`src/rtl/tmr_pkg.sv`:
```
package tmr_pkg;

    typedef enum logic [2:0] {
        MD_TERM     = 3'd0,
        MD_ONESHOT  = 3'd1,
        MD_RATE     = 3'd2,
        MD_SQUARE   = 3'd3,
        MD_SWSTROBE = 3'd4,
        MD_HWSTROBE = 3'd5
    } tmr_mode_e;

    typedef enum logic [2:0] {
        ST_IDLE,
        ST_WAIT,
        ST_RUN,
        ST_PULSE,
        ST_DONE
    } tmr_state_e;

endpackage

```
`src/rtl/tmr_mode_dec.sv`:
```
module tmr_mode_dec
    import tmr_pkg::*;
(
    input  logic       clk,
    input  logic       rst_n,
    input  logic [2:0] mode_raw,
    output tmr_mode_e  mode_eff,
    output tmr_mode_e  mode_q,
    output logic       mode_chg,
    output logic       init_hi,
    output logic       need_trig,
    output logic       trig_en
);

    // Codes 6 and 7 fold onto the two periodic modes.
    always_comb begin
        if (mode_raw[2] && mode_raw[1])
            mode_eff = tmr_mode_e'({1'b0, mode_raw[1:0]});
        else
            mode_eff = tmr_mode_e'(mode_raw);
    end

    always_ff @(posedge clk) begin
        if (!rst_n) mode_q <= MD_TERM;
        else        mode_q <= mode_eff;
    end

    assign mode_chg = (mode_eff != mode_q);

    always_comb begin
        init_hi   = 1'b1;
        need_trig = 1'b0;
        trig_en   = 1'b0;
        unique case (mode_eff)
            MD_TERM:     init_hi = 1'b0;
            MD_ONESHOT:  begin need_trig = 1'b1; trig_en = 1'b1; end
            MD_RATE:     trig_en = 1'b1;
            MD_SQUARE:   trig_en = 1'b1;
            MD_SWSTROBE: ;
            MD_HWSTROBE: begin need_trig = 1'b1; trig_en = 1'b1; end
            default:     ;
        endcase
    end

endmodule

```
`src/rtl/tmr_edge.sv`:
```
module tmr_edge (
    input  logic clk,
    input  logic rst_n,
    input  logic din,
    input  logic en,
    output logic rise
);

    logic din_q;

    always_ff @(posedge clk) begin
        if (!rst_n) din_q <= 1'b0;
        else        din_q <= din;
    end

    assign rise = en && din && !din_q;

endmodule

```
`src/rtl/timer_fsm.sv`:
```
module timer_fsm
    import tmr_pkg::*;
#(
    parameter int W = 16
) (
    input  logic         clk,
    input  logic         rst_n,
    input  logic         tick,
    input  logic         load,
    input  logic         trig,
    input  logic         mode_chg,
    input  tmr_mode_e    mode,
    input  logic         init_hi,
    input  logic         need_trig,
    input  logic [W-1:0] preset_in,
    output logic [W-1:0] count,
    output logic         out,
    output tmr_state_e   state
);

    localparam logic [W-1:0] ONE  = W'(1);
    localparam logic [W-1:0] TWO  = W'(2);
    localparam logic [W-1:0] ZERO = '0;

    tmr_state_e   n_state;
    logic [W-1:0] preset_q, n_preset, rel_n, n_count;
    logic         n_out, load_ok, periodic;

    assign periodic = (mode == MD_RATE) || (mode == MD_SQUARE);
    assign load_ok  = load && !(periodic && preset_in == ONE);
    assign n_preset = (load_ok && !mode_chg) ? preset_in : preset_q;
    // An odd square-wave preset is trimmed to the even value below it.
    assign rel_n    = (mode == MD_SQUARE && n_preset[0]) ? n_preset - ONE : n_preset;

    always_ff @(posedge clk) begin
        if (!rst_n) state <= ST_IDLE;
        else        state <= n_state;
    end

    always_comb begin
        n_state = state;
        n_count = count;
        n_out   = out;
        if (mode_chg) begin
            n_state = ST_IDLE;
            n_out   = init_hi;
        end else if (load_ok && !need_trig) begin
            n_state = ST_RUN;
            n_count = rel_n;
            n_out   = (mode != MD_TERM);
        end else if (trig && state != ST_IDLE) begin
            n_state = ST_RUN;
            n_count = rel_n;
            n_out   = (mode != MD_ONESHOT);
        end else begin
            if (load_ok && state == ST_IDLE) n_state = ST_WAIT;
            if (tick) begin
                unique case (state)
                    ST_RUN: begin
                        case (mode)
                            MD_RATE: begin
                                if (count == ONE) begin
                                    n_count = rel_n;
                                    n_out   = 1'b1;
                                end else begin
                                    n_count = count - ONE;
                                    if (count == TWO) n_out = 1'b0;
                                end
                            end
                            MD_SQUARE: begin
                                if (count == TWO) begin
                                    if (preset_q[0] && out) begin
                                        n_count = ZERO;
                                    end else begin
                                        n_count = rel_n;
                                        n_out   = !out;
                                    end
                                end else if (count == ZERO && preset_q[0] && out) begin
                                    n_count = rel_n;
                                    n_out   = 1'b0;
                                end else begin
                                    n_count = count - TWO;
                                end
                            end
                            MD_SWSTROBE, MD_HWSTROBE: begin
                                n_count = count - ONE;
                                if (count == ONE) begin
                                    n_out   = 1'b0;
                                    n_state = ST_PULSE;
                                end
                            end
                            default: begin
                                n_count = count - ONE;
                                if (count == ONE) begin
                                    n_out   = 1'b1;
                                    n_state = ST_DONE;
                                end
                            end
                        endcase
                    end
                    ST_PULSE: begin
                        n_out   = 1'b1;
                        n_state = ST_DONE;
                    end
                    default: ;
                endcase
            end
        end
    end

    always_ff @(posedge clk) begin
        if (!rst_n) begin
            count    <= ZERO;
            out      <= 1'b0;
            preset_q <= ZERO;
        end else begin
            count    <= n_count;
            out      <= n_out;
            preset_q <= n_preset;
        end
    end

endmodule

```
`src/rtl/timer_channel.sv`:
```
module timer_channel
    import tmr_pkg::*;
#(
    parameter int W = 16
) (
    input  logic         clk,
    input  logic         rst_n,
    input  logic         cnt_tick,
    input  logic         gate_in,
    input  logic [2:0]   mode_sel,
    input  logic [W-1:0] preset_val,
    input  logic         preset_wr,
    output logic [W-1:0] count_val,
    output logic         timer_out
);

    tmr_mode_e  mode_eff, cur_mode;
    tmr_state_e cur_state;
    logic       mode_chg, init_hi, need_trig, trig_en, gate_trig;

    tmr_mode_dec u_dec (
        .clk       (clk),
        .rst_n     (rst_n),
        .mode_raw  (mode_sel),
        .mode_eff  (mode_eff),
        .mode_q    (cur_mode),
        .mode_chg  (mode_chg),
        .init_hi   (init_hi),
        .need_trig (need_trig),
        .trig_en   (trig_en)
    );

    tmr_edge u_edge (
        .clk   (clk),
        .rst_n (rst_n),
        .din   (gate_in),
        .en    (trig_en),
        .rise  (gate_trig)
    );

    timer_fsm #(.W(W)) u_fsm (
        .clk       (clk),
        .rst_n     (rst_n),
        .tick      (cnt_tick),
        .load      (preset_wr),
        .trig      (gate_trig),
        .mode_chg  (mode_chg),
        .mode      (mode_eff),
        .init_hi   (init_hi),
        .need_trig (need_trig),
        .preset_in (preset_val),
        .count     (count_val),
        .out       (timer_out),
        .state     (cur_state)
    );

endmodule

```
`config.mk`:
```
export PLATFORM = sky130hd
export DESIGN_NAME = timer_channel
export DESIGN_NICKNAME = d
export VERILOG_FILES = /design/src/rtl/tmr_pkg.sv /design/src/rtl/tmr_mode_dec.sv /design/src/rtl/tmr_edge.sv /design/src/rtl/timer_fsm.sv /design/src/rtl/timer_channel.sv
export SDC_FILE = /design/constraint.sdc
export NUM_CORES = 1
export LEC_CHECK = 0
export BUFFER_PORTS_ARGS = -buffer_cell sky130_fd_sc_hd__buf_2
export CAP_MARGIN = 20
export CORE_ASPECT_RATIO = 0.7
export CORE_UTILIZATION = 55
export DETAILED_ROUTE_END_ITERATION = 10
export PLACE_DENSITY_LB_ADDON = 0.3
export SYNTH_ARGS = -nofsm -noshare
export SYNTH_HDL_FRONTEND = slang
export SYNTH_SLANG_ARGS = --single-unit
```
`constraint.sdc`:
```
create_clock -name clk -period 7.7 [get_ports clk]
set_clock_uncertainty 0.05 [all_clocks]
set_input_delay 1.155 -clock clk [delete_from_list [all_inputs] [get_ports clk]]
set_output_delay 1.155 -clock clk [all_outputs]
set_load 0.005 [all_outputs]
```
==> metrics, run 1 <==
status completed; fraction of layout cells with a size suffix above 1 16.51%; HP Class reg -> reg; sequential area share after synthesis 24.85%; Top cell by count, worst path and3_1; largest area contributor in the netlist dfxtp_1; Worst Setup Start Kind primary input; CP arrival 4.47 ns; number of routed nets with antenna violations 0; final core occ 63.29%; P per Cell Area 158.5 nW/um^2; clk_lat worst skew 0.30 ns; syn nets 439; DR vias/cell 6.653; cell family with most CP delay simple AND/OR/NAND/NOR gates; number of synthesized flops with an enable pin 0; crit-path cells buf_2, nor4b_2, and2_1, a211oi_4, buf_4, mux2i_1, ha_1, and3_1, and3_1, nand2_1, xor2_1, a211oi_2, o21ai_0, a21oi_1; endpoints failing hold 0; worst path required time 7.88 ns; share of the synthesized area in the top cell type 24.85%; fin crit period 4.288 ns; asr flop ratio synth 0%; max-slew violations 0; DIE HEIGHT 66.04 um; critical path type in -> reg; CTS Sinks 40; DRT Pass-1 Iters 6; die area 6173 um^2; Layout area overhead 7.068%; Initial Util 59.11%; Mapped Cells 409; Worst Path Buf+Inv 2; Cell Area, Synth 3222 um^2; clock tree buffer depth 2; GP Congestion 0.9879; DIE WIDTH 93.48 um; htree depth 2; Ys Warns 0; Peak supply drop 0.07635 mV; crit path max fanout 30; leading post-synthesis cells by cell area dfxtp_1 (25%), nor2_1 (5.8%), mux2i_1 (5.6%); First DRT Iteration DRCs 263; gr usage total 32.15%; ANT cells 0; initial antenna violation count 0; CTS Hold Bufs 0; first-pass GRT wire length 15160 um; TNS Setup 0 ns; Max-Cap Viols 0; Worst-Margin Slew 1.122 ns; flops & latches, synth 40; most frequent cell after synthesis nor2_1; fin crit share 55.68%; DRC 0; main flop type after synthesis dfxtp_1; Leakage Power 1.293 nW; R2R Setup Slk 4.12 ns; I/O Buffers 40; WL/cell 18.90 um; final WL 9486 um; # setup viols final 0; Crit-path slowest cell mux2i_1; Root Driver clkbuf_8; vias in the first global route 3037; largest net degree at the start of global routing 31; Nets 460; syn avg cell area 7.877 um^2; relative slew slack 25.21%; Via Count 3340; GR Overflow Total 0; Post-CTS Setup Bufs 0; top cells by count, synth nor2_1 (50), dfxtp_1 (40), nand2_1 (29); RSZ-0062 raised after global routing no; post-CTS resize count 0; clock transition at the registers of the reported paths 0.08 ns; Core Region 5450 um^2; max incr delay on CP 0.44 ns; CP endpoint kind flop; dpl hpwl 7021 um; Boundary Pins 41; FP Rows 22; Cell variety after synth 75; CTS tree done; maximum clock frequency 233.2 MHz; CTS Buf Count 5
-- metal layers --
| metal | track usage (%) | wire length, um |
|---|---|---|
| met4 | 9.615 | 169 |
| met1 | 45.36 | 4278 |
| met3 | 5.747 | 1000 |
| met5 | 0 | 0 |
| met2 | 49.82 | 4038 |
-- power breakdown --
group	total (mW)	internal, mW	leakage (nW)	switching, mW
clock network	0.142	0.0615	0.0400	0.0804
logic	0.177	0.0697	0.928	0.108
registers	0.228	0.215	0.325	0.0130
total	0.547	0.346	1.29	0.201
-- registers in the layout, indices dropped and copies added, names as in the netlist --
name,cells
u_dec.mode_q,3
u_edge.din_q,1
u_fsm.count,16
u_fsm.out,1
u_fsm.preset_q,16
u_fsm.state,3
-- final timing paths --
path,cells past startpoint,from,endpoint
max reg2reg,13,u_dec.mode_q[2]$_SDFF_PN0_,u_fsm.count[8]$_SDFFE_PN0P_
min reg2reg,2,u_fsm.preset_q[1]$_SDFF_PN0_,u_fsm.preset_q[1]$_SDFF_PN0_
max,14,mode_sel[1],u_fsm.count[8]$_SDFFE_PN0P_
min,2,u_fsm.preset_q[1]$_SDFF_PN0_,u_fsm.preset_q[1]$_SDFF_PN0_
-- through the flow --
stage | instances | worst slack (ns) | power, mW | hold WS, ns | area [um^2]
3_5_place_dp | 495 | 3.164 | 0.4035 | 0.4620 | 3368
6_report | 502 | 3.412 | 0.5469 | 0.4822 | 3450
2_1_floorplan | 409 | 3.952 | 0.3631 | 0.4006 | 3222
4_1_cts | 502 | 3.443 | 0.5423 | 0.4840 | 3450
5_1_grt | 502 | 3.127 | 0.5731 | 0.5146 | 3450
3_3_place_gp | 495 | 3.367 | 0.4013 | 0.4491 | 3368
-- logic make-up (layout without fill, tap and decap cells) --
| group | after synthesis | in the layout | share of synthesized area (%) |
|---|---|---|---|
| AOI/OAI and AO/OA | 109 | 109 | 23.81 |
| adders and majority gates | 6 | 6 | 2.330 |
| DFF | 40 | 40 | 24.85 |
| and+or+nand+nor | 170 | 170 | 29.36 |
| buffers and inverters | 37 | 58 | 6.097 |
| xor gates and xnor gates | 28 | 28 | 7.612 |
| muxes | 19 | 19 | 5.942 |
-- worst min-delay path, delay by kind of cell, from the launching register on --
family / cells / cell delay, ns
DFF: 1 / 0.32
muxes: 1 / 0.10
and+or+nand+nor: 1 / 0.09
-- layout make-up --
type	instances	area, um^2
Sequential cell	40	800.8
Timing Repair Buffer	41	207.7
Inverter	10	37.54
Tap cell	72	90.09
Multi-Input combinational cell	332	2232
Clock buffer	5	68.82
Clock inverter	2	12.51
Fill cell	498	2001
-- cells in the final DEF (no fill, tap or decap), types with 3 or more instances in the layout --
cell type  instances
a211oi_1           7
a21oi_1           24
a31oi_1            8
and2_1             7
and3_1             8
and4_1             3
buf_2             40
clkbuf_8           5
dfxtp_1           40
ha_1               6
inv_1             10
mux2i_1           18
nand2_1           29
nand2b_1           4
nand3_1           14
nand4_1            7
nor2_1            50
nor2b_1            3
nor3_1            11
nor4_1             8
o21ai_0           21
o221ai_1           4
o22ai_1            3
o31ai_1            3
o32ai_1            3
or3_1              5
xnor2_1           14
xor2_1            14
No activity file was read; power rests on OpenSTA's default activity.
==> inputs of run 2 (changes only) <==
==> constraint.sdc (replaced) <==
create_clock -name clk -period 4.2 [get_ports clk]
set_clock_uncertainty 0.05 [all_clocks]
set_input_delay 0.63 -clock clk [delete_from_list [all_inputs] [get_ports clk]]
set_output_delay 0.63 -clock clk [all_outputs]
set_load 0.005 [all_outputs]
==> run 2 against run 1 <==
  * Sequential cell count unchanged
  * Design area up 1.7%
  * Worst hold slack worse by 0.0039 ns
  * Global-route usage down 0.17 points
  * Clock power rose to 2.5 times the previous value
  * First-iteration DRC count down 5.7%
  * Final cell count up 0.60%
  * Sequential power up 83%
  * Critical path depth unchanged
  * Non-clock buffer count up 2
==> metrics, run 2 (same netlist as run 1, synthesis figures left out) <==
status completed (unchanged); R2R Setup Slk 0.97 ns (was 4.12 ns); commonest cells after routing, fill and taps aside nor2_1 (50), buf_2 (40), dfxtp_1 (40) (unchanged); crit path max fanout 16 (was 30); switching share of power 33.43% (was 36.75%); DRT Pass-1 Iters 5 (was 6); R2R Path Start u_dec.mode_q[2]$_SDFF_PN0_ (unchanged); switching power 368.0 uW (was 201.0 uW); Post-CTS Setup Bufs 0 (unchanged); Crit path depth 14 (unchanged); P per Cell Area 313.6 nW/um^2 (was 158.5 nW/um^2); Setup crit start mode_sel[1] (unchanged); crit-path cells buf_2, nor4b_2, and2_1, a211oi_4, mux2i_1, buf_4, ha_1, and3_1, and3_1, nand2_1, xor2_1, a211oi_2, o21ai_0, a21oi_1 (was buf_2, nor4b_2, and2_1, a211oi_4, buf_4, mux2i_1, ha_1, and3_1, and3_1, nand2_1, xor2_1, a211oi_2, o21ai_0, a21oi_1); GR Overflow Total 0 (unchanged); cell family with most CP delay simple AND/OR/NAND/NOR gates (unchanged); TNS Setup 0 ns (unchanged); Logic pwr share 29.7% (was 32.4%); clock tree buffer depth 2 (unchanged); CTS Hold Bufs 0 (unchanged); largest net degree at the start of global routing 26 (was 31); Hold WS 0.4783 ns (was 0.4822 ns); post-CTS resize count 0 (unchanged); R2R cell count 13 (unchanged); CTS Buf Count 5 (unchanged); initial antenna violation count 0 (unchanged); Nets 462 (was 460); Int Pwr 732.8 uW (was 345.9 uW); maximum clock frequency 294.2 MHz; CP endpoint kind flop (unchanged); Layout area overhead 8.932% (was 7.068%); ANT cells 0 (unchanged); worst path required time 4.38 ns (was 7.88 ns); fin crit period 3.399 ns; DRC 0 (unchanged); Regs by FF count u_fsm.count: 16 flops, u_fsm.preset_q: 16 flops (unchanged); commonest non-fill, non-tap cell in the layout nor2_1 (unchanged); Worst Path Buf+Inv 2 (unchanged); gr usage total 31.98% (was 32.15%); fraction of layout cells with a size suffix above 1 17.09% (was 16.51%); Root Driver clkbuf_8 (unchanged); Via Count 3358 (was 3340); critical path type in -> reg (unchanged); dpl hpwl 6977 um (was 7021 um); cell count after placement 497 (was 495); WL/cell 18.66 um (was 18.90 um); clock transition at the registers of the reported paths 0.09 ns (was 0.08 ns); HP Class reg -> reg (unchanged); DR vias/cell 6.650 (was 6.653); htree depth 2 (unchanged); # setup viols final 0 (unchanged); number of routed nets with antenna violations 0 (unchanged); Core Region 5450 um^2 (unchanged); DIE WIDTH 93.48 um (unchanged); Top cell by count, worst path and3_1 (unchanged); clk_lat worst skew 0.30 ns (about the same); Crit-path slowest cell a211oi_4 (was mux2i_1); DIE HEIGHT 66.04 um (unchanged); endpoints failing hold 0 (unchanged); vias in the first global route 2961 (was 3037); max-slew violations 0 (unchanged); CTS Sinks 40 (unchanged); First DRT Iteration DRCs 248 (was 263); crit path to u_fsm.count[8]$_SDFFE_PN0P_ (unchanged); Worst Setup Start Kind primary input (unchanged); FP Rows 22 (unchanged); Leakage Power 1.326 nW (was 1.293 nW); Max-Cap Viols 0 (unchanged); CP arrival 3.57 ns (was 4.47 ns); Worst-Margin Slew 1.078 ns (was 1.122 ns); max incr delay on CP 0.44 ns (about the same); GP Congestion 0.9985 (was 0.9879); Boundary Pins 41 (unchanged); Peak supply drop 0.2016 mV (was 0.07635 mV); relative slew slack 28.14% (was 25.21%); RR Endpoint u_fsm.count[8]$_SDFFE_PN0P_ (unchanged); Clock Power Share 32.4% (was 25.9%); first-pass GRT wire length 15210 um (was 15160 um); I/O Buffers 40 (unchanged); sequential power share 37.9% (was 41.7%); RSZ-0062 raised after global routing no (unchanged); fin crit share 80.92%; Initial Util 59.11% (unchanged); CTS tree done (unchanged); die area 6173 um^2 (unchanged); Finished Layout Cells 505 (was 502); final WL 9422 um (was 9486 um)
## run 2: changes by cell type in the layout (fill, tap and decap cells not counted)
cell / before / now
clkinvlp_4: 1 / 0
clkinv_2: 1 / 0
clkbuf_8: 5 / 7
bufinv_16: 0 / 1
buf_4: 1 / 3
## run 2: power by group through the flow
stage | clock [mW] | combinational (mW) | sequential (mW)
4_1_cts | 0.361 | 0.319 | 0.416
2_1_floorplan | 0 | 0.249 | 0.416
5_1_grt | 0.377 | 0.358 | 0.419
6_report | 0.357 | 0.327 | 0.417
3_3_place_gp | 0 | 0.313 | 0.424
3_5_place_dp | 0 | 0.316 | 0.425
## run 2: worst min path at each step
stage                     cells after the start  slack [ns]                       endpoint                           from
after floorplan                               2        0.40  u_fsm.preset_q[15]$_SDFF_PN0_  u_fsm.preset_q[15]$_SDFF_PN0_
after global placement                        2        0.44  u_fsm.preset_q[15]$_SDFF_PN0_  u_fsm.preset_q[15]$_SDFF_PN0_
after detailed placement                      2        0.46  u_fsm.preset_q[14]$_SDFF_PN0_  u_fsm.preset_q[14]$_SDFF_PN0_
after CTS                                     2        0.48  u_fsm.preset_q[14]$_SDFF_PN0_  u_fsm.preset_q[14]$_SDFF_PN0_
after global routing                          2        0.51        u_edge.din_q$_SDFF_PN0_                        gate_in
final                                         2        0.48  u_fsm.preset_q[14]$_SDFF_PN0_  u_fsm.preset_q[14]$_SDFF_PN0_
## run 2: metal layers
metal / GRT usage, % / up-vias / wire length (um)
met5: 0 / - / 0
met4: 10.58 / 0 / 231
met3: 8.046 / 25 / 854
met2: 46.60 / 182 / 3875
met1: 45.57 / 1580 / 4460
li1: - / 1571 / -
## run 2: layout make-up
| cell class | count | area (um^2) |
|---|---|---|
| Clock buffer | 7 | 96.34 |
| Clock inverter | 1 | 30.03 |
| Fill cell | 501 | 1941 |
| Inverter | 10 | 37.54 |
| Multi-Input combinational cell | 332 | 2232 |
| Sequential cell | 40 | 800.8 |
| Tap cell | 72 | 90.09 |
| Timing Repair Buffer | 43 | 222.7 |
## run 2: through the flow
stage,setup WS [ns],power [mW],utilization (%),area (um^2)
3_5_place_dp,0.5280,0.7409,62.08,3383
2_1_floorplan,0.9769,0.6656,-,3222
5_1_grt,0.5113,1.155,64.39,3510
4_1_cts,0.8226,1.096,64.39,3510
6_report,0.8013,1.101,64.39,3510
3_3_place_gp,0.6597,0.7377,62.08,3383
## run 2: tightest hold or removal path, delay by kind of cell (launching register included)
| family | cells | cell delay, ns |
|---|---|---|
| AND/OR/NAND/NOR | 1 | 0.08 |
| multiplexers | 1 | 0.07 |
| flip-flops | 1 | 0.35 |
==> inputs of run 3 (changes only) <==
--- a/config.mk
+++ b/config.mk
@@ -8,7 +8,7 @@
 export BUFFER_PORTS_ARGS = -buffer_cell sky130_fd_sc_hd__buf_2
 export CAP_MARGIN = 20
 export CORE_ASPECT_RATIO = 0.7
-export CORE_UTILIZATION = 55
+export CORE_UTILIZATION = 53
 export DETAILED_ROUTE_END_ITERATION = 10
 export PLACE_DENSITY_LB_ADDON = 0.3
 export SYNTH_ARGS = -nofsm -noshare
==> constraint.sdc (replaced) <==
create_clock -name clk -period 2.95 [get_ports clk]
set_clock_uncertainty 0.05 [all_clocks]
set_input_delay 0.4425 -clock clk [delete_from_list [all_inputs] [get_ports clk]]
set_output_delay 0.4425 -clock clk [all_outputs]
set_load 0.005 [all_outputs]
==> run 3 against run 2 <==
  * Global-route usage rose by 0.75 points
  * Non-clock buffer count rose by 50
  * The run now ends with negative setup slack left
  * Clock power rose by 14%
  * Power rose by 41%
  * Worst hold slack got worse by 0.18 ns
==> metrics, run 3 (same netlist as run 1, synthesis figures left out) <==
HP Class in -> reg (was reg -> reg); sequential power share 38.2% (was 37.9%); critical path type reg -> reg (was in -> reg); fin crit period 2.967 ns; GR Overflow Total 0 (unchanged); GP Congestion 1.022 (was 0.9985); Nets 512 (was 462); status complete, but fails checks (was completed); # setup viols final 1 (was 0); CP arrival 3.14 ns (was 3.57 ns); Regs by FF count u_fsm.count: 16 flops, u_fsm.preset_q: 16 flops (unchanged); Leakage Power 1.561 nW (was 1.326 nW); P per Cell Area 395.9 nW/um^2 (was 313.6 nW/um^2); TNS Setup -0.01713 ns (was 0 ns); number of routed nets with antenna violations 0 (unchanged); Final WS setup -0.01713 ns (was 0.8013 ns); initial antenna violation count 0 (unchanged); Peak supply drop 0.2543 mV (was 0.2016 mV); worst path required time 3.13 ns (was 4.38 ns); gr usage total 32.73% (was 31.98%); ANT cells 0 (unchanged); clock transition at the registers of the reported paths 0.09 ns (about the same); fraction of layout cells with a size suffix above 1 27.95% (was 17.09%); Int Pwr 991.1 uW (was 732.8 uW); endpoints failing hold 0 (unchanged); crit-path cells xor2_2, o31a_1, a211oi_4, mux2i_1, ha_2, and4bb_2, nand4_1, buf_4, xnor2_2, nor2_1, a211o_1, a41oi_2 (was buf_2, nor4b_2, and2_1, a211oi_4, mux2i_1, buf_4, ha_1, and3_1, and3_1, nand2_1, xor2_1, a211oi_2, o21ai_0, a21oi_1); crit path max fanout 4 (was 16); switching share of power 36.10% (was 33.43%); Crit-path slowest cell dfxtp_2 (was a211oi_4); final WL 10190 um (was 9422 um); first-pass GRT wire length 15920 um (was 15210 um); DRT Pass-1 Iters 5 (unchanged); R2R Setup Slk -0.02 ns (was 0.97 ns); FP Rows 23 (was 22); dpl cell area 3729 um^2 (was 3383 um^2); clk_lat worst skew 0.30 ns (about the same); switching power 559.9 uW (was 368.0 uW); commonest non-fill, non-tap cell in the layout buf_4 (was nor2_1); Core Region 5784 um^2 (was 5450 um^2); CTS Sinks 40 (unchanged); clock tree buffer depth 2 (unchanged); Root Driver clkbuf_8 (unchanged); First DRT Iteration DRCs 337 (was 248); Max-Cap Viols 0 (unchanged); max-slew violations 0 (unchanged); CTS Hold Bufs 0 (unchanged); Worst Setup Start Kind flop (was primary input); DR vias/cell 6.470 (was 6.650); Logic pwr share 35.5% (was 29.7%); DIE HEIGHT 67.23 um (was 66.04 um); DIE WIDTH 95.19 um (was 93.48 um); die area 6400 um^2 (was 6173 um^2); fin crit share 100.6%; maximum clock frequency 337.0 MHz; dpl hpwl 7669 um (was 6977 um); commonest cells after routing, fill and taps aside buf_4 (53), nor2_1 (50), buf_2 (40) (was nor2_1 (50), buf_2 (40), dfxtp_1 (40)); Via Count 3610 (was 3358); RSZ-0062 raised after global routing yes (was no); DRC 0 (unchanged); Layout area overhead 21.59% (was 8.932%); max incr delay on CP 0.34 ns (was 0.44 ns); vias in the first global route 3261 (was 2961); Clock Power Share 26.3% (was 32.4%); htree depth 2 (unchanged); I/O Buffers 40 (unchanged); CTS Buf Count 5 (unchanged); CTS tree done (unchanged); CP endpoint kind flop (unchanged); Worst-Margin Slew 0.9003 ns (was 1.078 ns); design area 3918 um^2 (was 3510 um^2); Initial Util 55.70% (was 59.11%); violated checks negative setup slack; Boundary Pins 41 (unchanged); largest net degree at the start of global routing 28 (was 26); relative slew slack 39.98% (was 28.14%); WL/cell 18.26 um (was 18.66 um)
## run 3: final cells by class
type	count	area, um^2
flip-flops and latches	40	802.0
multi-input cells	332	2292
repair buffers	93	598.1
clock inverters	1	7.507
fillers	509	1867
well taps	75	93.84
clock buffers	7	86.33
inverters	10	37.54
## run 3: worst max-delay path, delay by kind of cell (launching register included)
family,cells,cell delay [ns]
AOI/OAI and AO/OA,4,1.02
muxes,1,0.29
and+or+nand+nor,3,0.53
DFF,1,0.34
buffers and inverters,1,0.19
xor gates and xnor gates,2,0.26
adders and majority gates,1,0.22
## run 3: routing by layer
| metal | track usage (%) | up-vias | share of wire [%] |
|---|---|---|---|
| li1 | - | 1669 | - |
| met1 | 44.52 | 1714 | 44 |
| met2 | 50.71 | 199 | 44 |
| met3 | 7.995 | 28 | 9.9 |
| met4 | 10.80 | 0 | 2.1 |
| met5 | 0 | - | 0 |
## run 3: power by group through the flow
| stage | logic [mW] | registers, mW | clock network [mW] |
|---|---|---|---|
| finish | 0.551 | 0.592 | 0.408 |
| detailed placement | 0.519 | 0.603 | 0 |
| global placement | 0.517 | 0.602 | 0 |
| global route | 0.594 | 0.595 | 0.426 |
| CTS | 0.523 | 0.590 | 0.407 |
| floorplan | 0.356 | 0.593 | 0 |
## run 3: path summary, 6_finish.rpt
check | from | to | cells after the start
max | u_dec.mode_q[2]$_SDFF_PN0_ | u_fsm.count[12]$_SDFFE_PN0P_ | 12
min | gate_in | u_edge.din_q$_SDFF_PN0_ | 2
max reg2reg | u_dec.mode_q[2]$_SDFF_PN0_ | u_fsm.count[12]$_SDFFE_PN0P_ | 12
min reg2reg | u_fsm.preset_q[15]$_SDFF_PN0_ | u_fsm.preset_q[15]$_SDFF_PN0_ | 2
## run 3: per-stage QoR
stage	total power [mW]	worst slack, ns	hold slack [ns]	utilization [%]	instances
after global routing	1.614	-0.1297	0.3129	67.73	558
final	1.551	-0.01713	0.3032	67.73	558
after detailed placement	1.122	-0.2411	0.4574	64.46	545
after CTS	1.520	0.005256	0.3106	66.21	554
after floorplan	0.9485	0.03845	0.4006	-	409
after global placement	1.119	-0.09364	0.4483	64.46	545
## run 3: timing repair
item | 4_1_cts | 5_1_grt
setup buffers | 1 | 4
endpoints found under the setup margin | 1 | 7
resized for setup | 0 | 13
pin swaps | 0 | 5
